File: config.mk
export PLATFORM = sky130hd
export DESIGN_NAME = i2c_anc_regslave
export DESIGN_NICKNAME = d
export VERILOG_FILES = /design/src/rtl/i2c_reg_pkg.sv /design/src/rtl/i2cs_rst_sync.sv /design/src/rtl/i2cs_line_mon.sv /design/src/rtl/i2cs_xfer_fsm.sv /design/src/rtl/i2cs_regbank.sv /design/src/rtl/i2c_anc_regslave.sv
export SDC_FILE = /design/constraint.sdc
export NUM_CORES = 2
export LEC_CHECK = 0
export BUFFER_PORTS_ARGS = -buffer_cell sky130_fd_sc_hd__buf_2
export CAP_MARGIN = 10
export CORE_ASPECT_RATIO = 0.7
export CORE_MARGIN = 10
export CORE_UTILIZATION = 50
export DETAILED_ROUTE_END_ITERATION = 10
export PLACE_DENSITY = 0.67
export SLEW_MARGIN = 40
export SYNTH_ARGS = -nofsm -noshare
export SYNTH_HDL_FRONTEND = slang
export SYNTH_HIERARCHICAL = 1
export SYNTH_SLANG_ARGS = --single-unit
File: constraint.sdc
create_clock -name clk -period 67.4 [get_ports clk]
set_clock_uncertainty 0.05 [all_clocks]
set_input_delay 10.11 -clock clk [delete_from_list [all_inputs] [get_ports clk]]
set_output_delay 10.11 -clock clk [all_outputs]
set_load 0.01 [all_outputs]
File: src/rtl/i2c_reg_pkg.sv
package i2c_reg_pkg;
  typedef enum logic [2:0] {
    ST_IDLE,
    ST_RX,
    ST_ACK,
    ST_TX,
    ST_RACK
  } xfer_st_e;

  typedef enum logic [1:0] {
    PH_ADDR,
    PH_PTR,
    PH_DATA
  } rx_phase_e;
endpackage

File: src/rtl/i2cs_rst_sync.sv
module i2cs_rst_sync (
  input  logic clk,
  input  logic rst_n_i,
  output logic rst_n_o
);
  logic [1:0] sync_q;

  always_ff @(posedge clk or negedge rst_n_i) begin
    if (!rst_n_i) sync_q <= 2'b00;
    else          sync_q <= {sync_q[0], 1'b1};
  end

  assign rst_n_o = sync_q[1];
endmodule

File: src/rtl/i2cs_line_mon.sv
module i2cs_line_mon #(
  parameter int STAGES = 2
) (
  input  logic clk,
  input  logic rst_n,
  input  logic scl_i,
  input  logic sda_i,
  output logic sda_s,
  output logic scl_rise,
  output logic scl_fall,
  output logic start_det,
  output logic stop_det
);
  logic [STAGES-1:0] scl_pipe_q;
  logic [STAGES-1:0] sda_pipe_q;
  logic scl_prev_q, sda_prev_q;
  logic scl_s;

  // synchronizer chain, one flop per stage
  for (genvar g = 0; g < STAGES; g++) begin : g_sync
    if (g == 0) begin : g_first
      always_ff @(posedge clk or negedge rst_n) begin
        if (!rst_n) begin
          scl_pipe_q[0] <= 1'b1;
          sda_pipe_q[0] <= 1'b1;
        end else begin
          scl_pipe_q[0] <= scl_i;
          sda_pipe_q[0] <= sda_i;
        end
      end
    end else begin : g_rest
      always_ff @(posedge clk or negedge rst_n) begin
        if (!rst_n) begin
          scl_pipe_q[g] <= 1'b1;
          sda_pipe_q[g] <= 1'b1;
        end else begin
          scl_pipe_q[g] <= scl_pipe_q[g-1];
          sda_pipe_q[g] <= sda_pipe_q[g-1];
        end
      end
    end
  end

  assign scl_s = scl_pipe_q[STAGES-1];
  assign sda_s = sda_pipe_q[STAGES-1];

  always_ff @(posedge clk or negedge rst_n) begin
    if (!rst_n) begin
      scl_prev_q <= 1'b1;
      sda_prev_q <= 1'b1;
    end else begin
      scl_prev_q <= scl_s;
      sda_prev_q <= sda_s;
    end
  end

  assign scl_rise  = scl_s & ~scl_prev_q;
  assign scl_fall  = ~scl_s & scl_prev_q;
  assign start_det = scl_s & scl_prev_q & sda_prev_q & ~sda_s;
  assign stop_det  = scl_s & scl_prev_q & ~sda_prev_q & sda_s;
endmodule

File: src/rtl/i2cs_xfer_fsm.sv
module i2cs_xfer_fsm
  import i2c_reg_pkg::*;
#(
  parameter int         AW       = 8,
  parameter logic [6:0] DEV_ADDR = 7'h43
) (
  input  logic          clk,
  input  logic          rst_n,
  input  logic          sda_s,
  input  logic          scl_rise,
  input  logic          scl_fall,
  input  logic          start_det,
  input  logic          stop_det,
  input  logic [7:0]    rdata,
  output logic [AW-1:0] ptr,
  output logic          wr_stb,
  output logic [7:0]    wdata,
  output logic          sda_oe
);
  xfer_st_e  state_q, state_d;
  rx_phase_e phase_q, phase_d;
  logic [2:0]    cnt_q, cnt_d;
  logic          got8_q, got8_d;
  logic [7:0]    sh_q, sh_d;
  logic [7:0]    tx_q, tx_d;
  logic          rw_q, rw_d;
  logic          mack_q, mack_d;
  logic          oe_q, oe_d;
  logic [AW-1:0] ptr_q, ptr_d;

  always_comb begin
    state_d = state_q;
    phase_d = phase_q;
    cnt_d   = cnt_q;
    got8_d  = got8_q;
    sh_d    = sh_q;
    tx_d    = tx_q;
    rw_d    = rw_q;
    mack_d  = mack_q;
    oe_d    = oe_q;
    ptr_d   = ptr_q;
    wr_stb  = 1'b0;
    if (start_det) begin
      state_d = ST_RX;
      phase_d = PH_ADDR;
      cnt_d   = 3'd0;
      got8_d  = 1'b0;
      oe_d    = 1'b0;
    end else if (stop_det) begin
      state_d = ST_IDLE;
      oe_d    = 1'b0;
    end else begin
      case (state_q)
        ST_RX: begin
          if (scl_rise) begin
            sh_d   = {sh_q[6:0], sda_s};
            cnt_d  = cnt_q + 3'd1;
            got8_d = (cnt_q == 3'd7);
          end else if (scl_fall && got8_q) begin
            got8_d = 1'b0;
            case (phase_q)
              PH_ADDR: begin
                if (sh_q[7:1] == DEV_ADDR) begin
                  rw_d    = sh_q[0];
                  oe_d    = 1'b1;
                  state_d = ST_ACK;
                end else begin
                  state_d = ST_IDLE;
                end
              end
              PH_PTR: begin
                ptr_d   = sh_q[AW-1:0];
                phase_d = PH_DATA;
                oe_d    = 1'b1;
                state_d = ST_ACK;
              end
              default: begin
                wr_stb  = 1'b1;
                ptr_d   = ptr_q + 1'b1;
                oe_d    = 1'b1;
                state_d = ST_ACK;
              end
            endcase
          end
        end
        ST_ACK: begin
          if (scl_fall) begin
            cnt_d = 3'd0;
            if (phase_q == PH_ADDR && rw_q) begin
              tx_d    = rdata;
              oe_d    = ~rdata[7];
              state_d = ST_TX;
            end else begin
              if (phase_q == PH_ADDR) phase_d = PH_PTR;
              oe_d    = 1'b0;
              state_d = ST_RX;
            end
          end
        end
        ST_TX: begin
          if (scl_fall) begin
            if (cnt_q == 3'd7) begin
              oe_d    = 1'b0;
              ptr_d   = ptr_q + 1'b1;
              state_d = ST_RACK;
            end else begin
              tx_d  = {tx_q[6:0], 1'b0};
              oe_d  = ~tx_q[6];
              cnt_d = cnt_q + 3'd1;
            end
          end
        end
        ST_RACK: begin
          if (scl_rise) begin
            mack_d = ~sda_s;
          end else if (scl_fall) begin
            if (mack_q) begin
              tx_d    = rdata;
              oe_d    = ~rdata[7];
              cnt_d   = 3'd0;
              state_d = ST_TX;
            end else begin
              oe_d    = 1'b0;
              state_d = ST_IDLE;
            end
          end
        end
        default: begin
          oe_d = 1'b0;
        end
      endcase
    end
  end

  always_ff @(posedge clk or negedge rst_n) begin
    if (!rst_n) begin
      state_q <= ST_IDLE;
      phase_q <= PH_ADDR;
      cnt_q   <= 3'd0;
      got8_q  <= 1'b0;
      sh_q    <= 8'h00;
      tx_q    <= 8'h00;
      rw_q    <= 1'b0;
      mack_q  <= 1'b0;
      oe_q    <= 1'b0;
      ptr_q   <= '0;
    end else begin
      state_q <= state_d;
      phase_q <= phase_d;
      cnt_q   <= cnt_d;
      got8_q  <= got8_d;
      sh_q    <= sh_d;
      tx_q    <= tx_d;
      rw_q    <= rw_d;
      mack_q  <= mack_d;
      oe_q    <= oe_d;
      ptr_q   <= ptr_d;
    end
  end

  assign ptr    = ptr_q;
  assign wdata  = sh_q;
  assign sda_oe = oe_q;
endmodule

File: src/rtl/i2cs_regbank.sv
module i2cs_regbank #(
  parameter int            AW        = 8,
  parameter int            ANC_LEN   = 5,
  parameter logic [AW-1:0] ANC_BASE  = 8'h59,
  parameter logic [AW-1:0] SRST_ADDR = 8'h10,
  parameter logic [AW-1:0] CMD_ADDR  = 8'h13,
  parameter logic [AW-1:0] REQ_ADDR  = 8'h14,
  parameter logic [AW-1:0] RUN_ADDR  = 8'h72
) (
  input  logic                 clk,
  input  logic                 rst_n,
  input  logic                 wr_stb,
  input  logic [AW-1:0]        wr_addr,
  input  logic [7:0]           wr_data,
  input  logic [AW-1:0]        host_addr,
  output logic [7:0]           host_rdata,
  input  logic [AW-1:0]        core_addr,
  output logic [7:0]           core_rdata,
  input  logic                 anc_load,
  input  logic [ANC_LEN*8-1:0] anc_data,
  output logic [7:0]           cmd,
  output logic                 run,
  output logic                 anc_req,
  output logic                 soft_rst
);
  localparam int NREG = 2 ** AW;

  logic [7:0]  regs_q [NREG];
  logic [AW:0] win_off;
  logic        in_win, srst_hit, wr_keep;
  logic        srst_q;

  assign win_off  = {1'b0, wr_addr} - {1'b0, ANC_BASE};
  assign in_win   = !win_off[AW] && (win_off < (AW+1)'(ANC_LEN));
  assign srst_hit = wr_stb && (wr_addr == SRST_ADDR);
  assign wr_keep  = wr_stb && !in_win && (wr_addr != SRST_ADDR);

  always_ff @(posedge clk or negedge rst_n) begin
    if (!rst_n) begin
      for (int i = 0; i < NREG; i++) regs_q[i] <= 8'h00;
    end else begin
      if (wr_keep) regs_q[wr_addr] <= wr_data;
      if (srst_hit) begin
        regs_q[CMD_ADDR] <= 8'h00;
        regs_q[REQ_ADDR] <= 8'h00;
        regs_q[RUN_ADDR] <= 8'h00;
      end
      if (anc_load) begin
        for (int k = 0; k < ANC_LEN; k++)
          regs_q[ANC_BASE + AW'(k)] <= anc_data[8*k +: 8];
        regs_q[REQ_ADDR] <= 8'h00;
      end
    end
  end

  always_ff @(posedge clk or negedge rst_n) begin
    if (!rst_n) srst_q <= 1'b0;
    else        srst_q <= srst_hit;
  end

  assign host_rdata = (host_addr == SRST_ADDR) ? 8'h00 : regs_q[host_addr];
  assign core_rdata = (core_addr == SRST_ADDR) ? 8'h00 : regs_q[core_addr];
  assign cmd        = regs_q[CMD_ADDR];
  assign run        = regs_q[RUN_ADDR][0];
  assign anc_req    = regs_q[REQ_ADDR][0];
  assign soft_rst   = srst_q;
endmodule

File: src/rtl/i2c_anc_regslave.sv
module i2c_anc_regslave #(
  parameter int         AW          = 8,
  parameter int         ANC_LEN     = 5,
  parameter int         SYNC_STAGES = 2,
  parameter logic [6:0] DEV_ADDR    = 7'h43
) (
  input  logic                 clk,
  input  logic                 rst_n,
  input  logic                 scl_i,
  input  logic                 sda_i,
  output logic                 sda_oe_o,
  input  logic [AW-1:0]        core_addr_i,
  output logic [7:0]           core_data_o,
  output logic [7:0]           cmd_o,
  output logic                 run_o,
  output logic                 soft_rst_o,
  output logic                 anc_req_o,
  input  logic                 anc_load_i,
  input  logic [ANC_LEN*8-1:0] anc_data_i
);
  logic          rst_n_int;
  logic          sda_s, scl_rise, scl_fall, start_det, stop_det;
  logic [AW-1:0] ptr;
  logic          wr_stb;
  logic [7:0]    wdata, rdata;

  i2cs_rst_sync u_rst (
    .clk     (clk),
    .rst_n_i (rst_n),
    .rst_n_o (rst_n_int)
  );

  i2cs_line_mon #(.STAGES(SYNC_STAGES)) u_mon (
    .clk       (clk),
    .rst_n     (rst_n_int),
    .scl_i     (scl_i),
    .sda_i     (sda_i),
    .sda_s     (sda_s),
    .scl_rise  (scl_rise),
    .scl_fall  (scl_fall),
    .start_det (start_det),
    .stop_det  (stop_det)
  );

  i2cs_xfer_fsm #(.AW(AW), .DEV_ADDR(DEV_ADDR)) u_fsm (
    .clk       (clk),
    .rst_n     (rst_n_int),
    .sda_s     (sda_s),
    .scl_rise  (scl_rise),
    .scl_fall  (scl_fall),
    .start_det (start_det),
    .stop_det  (stop_det),
    .rdata     (rdata),
    .ptr       (ptr),
    .wr_stb    (wr_stb),
    .wdata     (wdata),
    .sda_oe    (sda_oe_o)
  );

  i2cs_regbank #(.AW(AW), .ANC_LEN(ANC_LEN)) u_bank (
    .clk        (clk),
    .rst_n      (rst_n_int),
    .wr_stb     (wr_stb),
    .wr_addr    (ptr),
    .wr_data    (wdata),
    .host_addr  (ptr),
    .host_rdata (rdata),
    .core_addr  (core_addr_i),
    .core_rdata (core_data_o),
    .anc_load   (anc_load_i),
    .anc_data   (anc_data_i),
    .cmd        (cmd_o),
    .run        (run_o),
    .anc_req    (anc_req_o),
    .soft_rst   (soft_rst_o)
  );
endmodule

==> impl_metrics.py <==
metrics = {
    "outcome": {
        "status": "completed",
    },
    "layout": {
        "regArea_um2": 52400,
        "nNetsFinal": 7558,
        "layout.cells.non_filler": 10700,
        "final_core_util_pct": 54.7,
        "multi_input_area_um2": 59300,
        "drive_gt1_share_pct": 51.9,
        "synthToLayoutAreaGrowth_pct": 8.96,
        "fill_cells": 18300,
    },
    "synth": {
        "netlist_top_cells_area": "dfrtp_1, mux2_2, mux4_2",
        "postSynthAreaPerCell_um2": 14.9,
        "synth_top_area_share_pct": 45.4,
        "synth_commonest_cells": "dfrtp_1, mux2_2, mux4_2, clkbuf_1, mux2i_1",
        "synth_area_leader_cell": "dfrtp_1",
        "synth-async-reset-ratio_pct": 100,
        "yosysWarnings": 6,
        "synth_cell_types": 101,
        "synth_flop_cell": "dfrtp_1",
        "ys_seq_area_share_pct": 45.6,
        "syn_area_um2": 115000,
        "syn_nets": 7753,
        "yosysMostFrequentCell": "dfrtp_1",
        "synthCells": 7693,
        "synth_edf_count": 0,
        "synth-seq-cells": 2092,
    },
    "pwr": {
        "leakage_nw": 56.0,
        "ir_drop_mv": 0.0191,
        "p_per_area_nw_per_um2": 20.9,
    },
    "global_route": {
        "grt.total_usage_pct": 31.8,
        "grt_pass1_wl_um": 580000,
        "grt_pass1_vias": 76200,
        "grt_max_degree": 107,
        "antenna_found_initial": 21,
        "overflow": 0,
    },
    "worst_setup_path": {
        "crit_path_top_delay_cell": "o21ai_0",
        "cp_top_family": "buffers and inverters",
        "cp-end-kind": "output port",
        "critPathMaxFanout": 70,
        "worstPathRequired_ps": 57240,
        "worstPathArrival_ps": 15870,
        "critical-path-max-stage-delay_ps": 720,
        "path_cells": "buf_8, buf_4, buf_12, buf_4, buf_4, mux4_2, mux2i_1, nor3_1, o21ai_0, o21ai_0, a32o_1, buf_2",
        "crit_top_cell": "buf_4",
        "crit_type": "input pin to output port",
        "cp-start-kind": "input pin",
        "crit_buf_inv": 6,
    },
    "timing": {
        "setup_viol_count_final": 0,
        "tightest_slew_ps": 1010,
        "setup_tns_ps": 0,
        "finalMaxSlewViolations": 0,
        "final.period_utilization_pct": 38.6,
        "slew_headroom_pct": 31.6,
        "fin_hold_ws_ps": 254,
        "min_period_ps": 26030,
        "hold_viol_final": 0,
        "grt_setup_unrepaired": "no",
        "setup_ws_ps": 41370,
        "fmax_mhz": 38.4,
    },
    "placed_design": {
        "hpwl_um": 266000,
        "place_congestion": 0.973,
        "placed_cells": 10300,
        "port_buffers": 72,
        "pre_cts_slack_ps": 41710,
    },
    "floorplan": {
        "die_w_um": 593,
        "fp.coreArea_um2": 229000,
        "die_y_um": 421,
        "rows": 147,
        "pin_count": 73,
        "initial_utilization_pct": 50.2,
        "die_area_um2": 250000,
    },
    "cts": {
        "cts_resized": 0,
        "cts_tree": "built",
        "cts_buffer_depth": 4,
        "path_clk_slew_ps": 70,
        "cts_setup_buffers": 0,
        "cts_sinks": 2092,
        "htreeDepth": 4,
        "cts_buffers": 208,
        "cts_root_buffer": "clkbuf_16",
        "worstSkewPairLatency_ps": 890,
        "holdBufCountCts": 0,
    },
    "route": {
        "drc_errors": 0,
        "wirelength_um": 406000,
        "postRouteAntennaNets": 0,
        "avgRoutedWirePerCell_um": 37.9,
        "vias": 77800,
        "viasPerCell": 7.25,
        "dr.pass1.iters": 8,
        "drt_iter0_drc": 11500,
    },
    "flow_run": {
        "drv_cap": 0,
    },
    "min_path": {
        "min_path_type": "flip-flop to async pin",
    },
}
## logic make-up (layout without fill, tap and decap cells)
logic type      after synthesis  in the layout  share of synthesized area [%]
simple gates                758            758                           4.88
flops                      2092           2092                           45.6
buf+inv                     739            700                           3.13
fa+ha+maj                     7              7                         0.0762
compound gates              761            761                           4.64
mux                        3333           3333                           41.7
other cells                   1             13                        0.00326
xor+xnor                      2              2                         0.0153
## state kept, by name, indices dropped and copies added (netlist names), 2 cells and up
register / cells
u_bank/cmd: 8
u_bank/regs_q: 2038
u_fsm/cnt_q: 3
u_fsm/phase_q: 2
u_fsm/ptr: 8
u_fsm/state_q: 3
u_fsm/tx_q: 7
u_fsm/wdata: 8
u_rst/sync_q: 2
## cell usage in the layout (no fill, tap or decap), drive strengths merged, types with 17 or more instances in the layout
cell	Yosys	routed
clkbuf	402	313
mux2	2012	2012
nor2	129	129
nor3	146	146
nand3	122	122
buf	318	315
nand2	207	207
nor2b	26	26
clkinv	3	41
dfrtp	2086	2086
a21oi	142	142
a22o	34	34
nand2b	17	17
a2111oi	19	19
mux4	955	955
a31oi	31	31
a221oi	57	57
o21ai	128	128
o22ai	29	29
mux2i	366	366
and2	19	19
a22oi	173	173
## worst reg2reg max path, stage by stage, from the launching register on
cell,delay [ps]
dfrtp_4,840
buf_12,550
buf_4,960
buf_12,520
buf_4,800
buf_4,630
mux4_2,590
mux2i_1,620
o22ai_1,160
nor4b_1,750
nand2_1,540
a32o_1,490
a2111o_1,410
a21oi_1,160
mux2_1,140
## through the flow
stage	area, um^2	power (W)
final	125000	0.00262
after global routing	125000	0.00269
after detailed placement	118000	0.00145
after global placement	118000	0.00144
after CTS	125000	0.00262
after floorplan	115000	0.00138
## path summary, 6_finish.rpt
| path | startpoint | to | slack (ps) | cells after the start |
|---|---|---|---|---|
| min in group clk | u_rst/sync_q[0] | u_rst/sync_q[1] | 300 | 0 |
| worst min register to register | u_rst/sync_q[1] | u_bank/regs_q[1498] | 250 | 0 |
| worst min-delay path | u_rst/sync_q[1] | u_bank/regs_q[1498] | 250 | 0 |
| worst max-delay path | core_addr_i[1] | core_data_o[6] | 41370 | 12 |
| max in group asynchronous | rst_n | u_rst/sync_q[1] | 58230 | 1 |
| worst max register to register | u_fsm/ptr[0] | u_fsm/sda_oe | 59130 | 14 |
## metal layers
metal,up-vias,part of all wire (%),global-route usage (%)
met2,5141,40,41.7
met5,-,0.056,0.192
met4,24,4.9,12.8
met1,41900,40,45.7
met3,1004,15,14.1
li1,29700,-,-
## final cells by class
type	instances	area share [%]
Clock buffer	313	4.92
Sequential cell	2092	41.9
Inverter	19	0.0630
Tap cell	3054	3.05
Multi-Input combinational cell	4862	47.4
Antenna cell	12	0.0240
Clock inverter	53	0.452
Timing Repair Buffer	315	2.20
## power breakdown
part	switching [W]	internal, W	leakage [nW]	total [W]
registers	0.0000126	0.00126	29.1	0.00127
clock network	0.000519	0.000670	3.33	0.00119
logic	0.000121	0.0000361	23.5	0.000157
No activity file was read; power rests on OpenSTA's default activity.
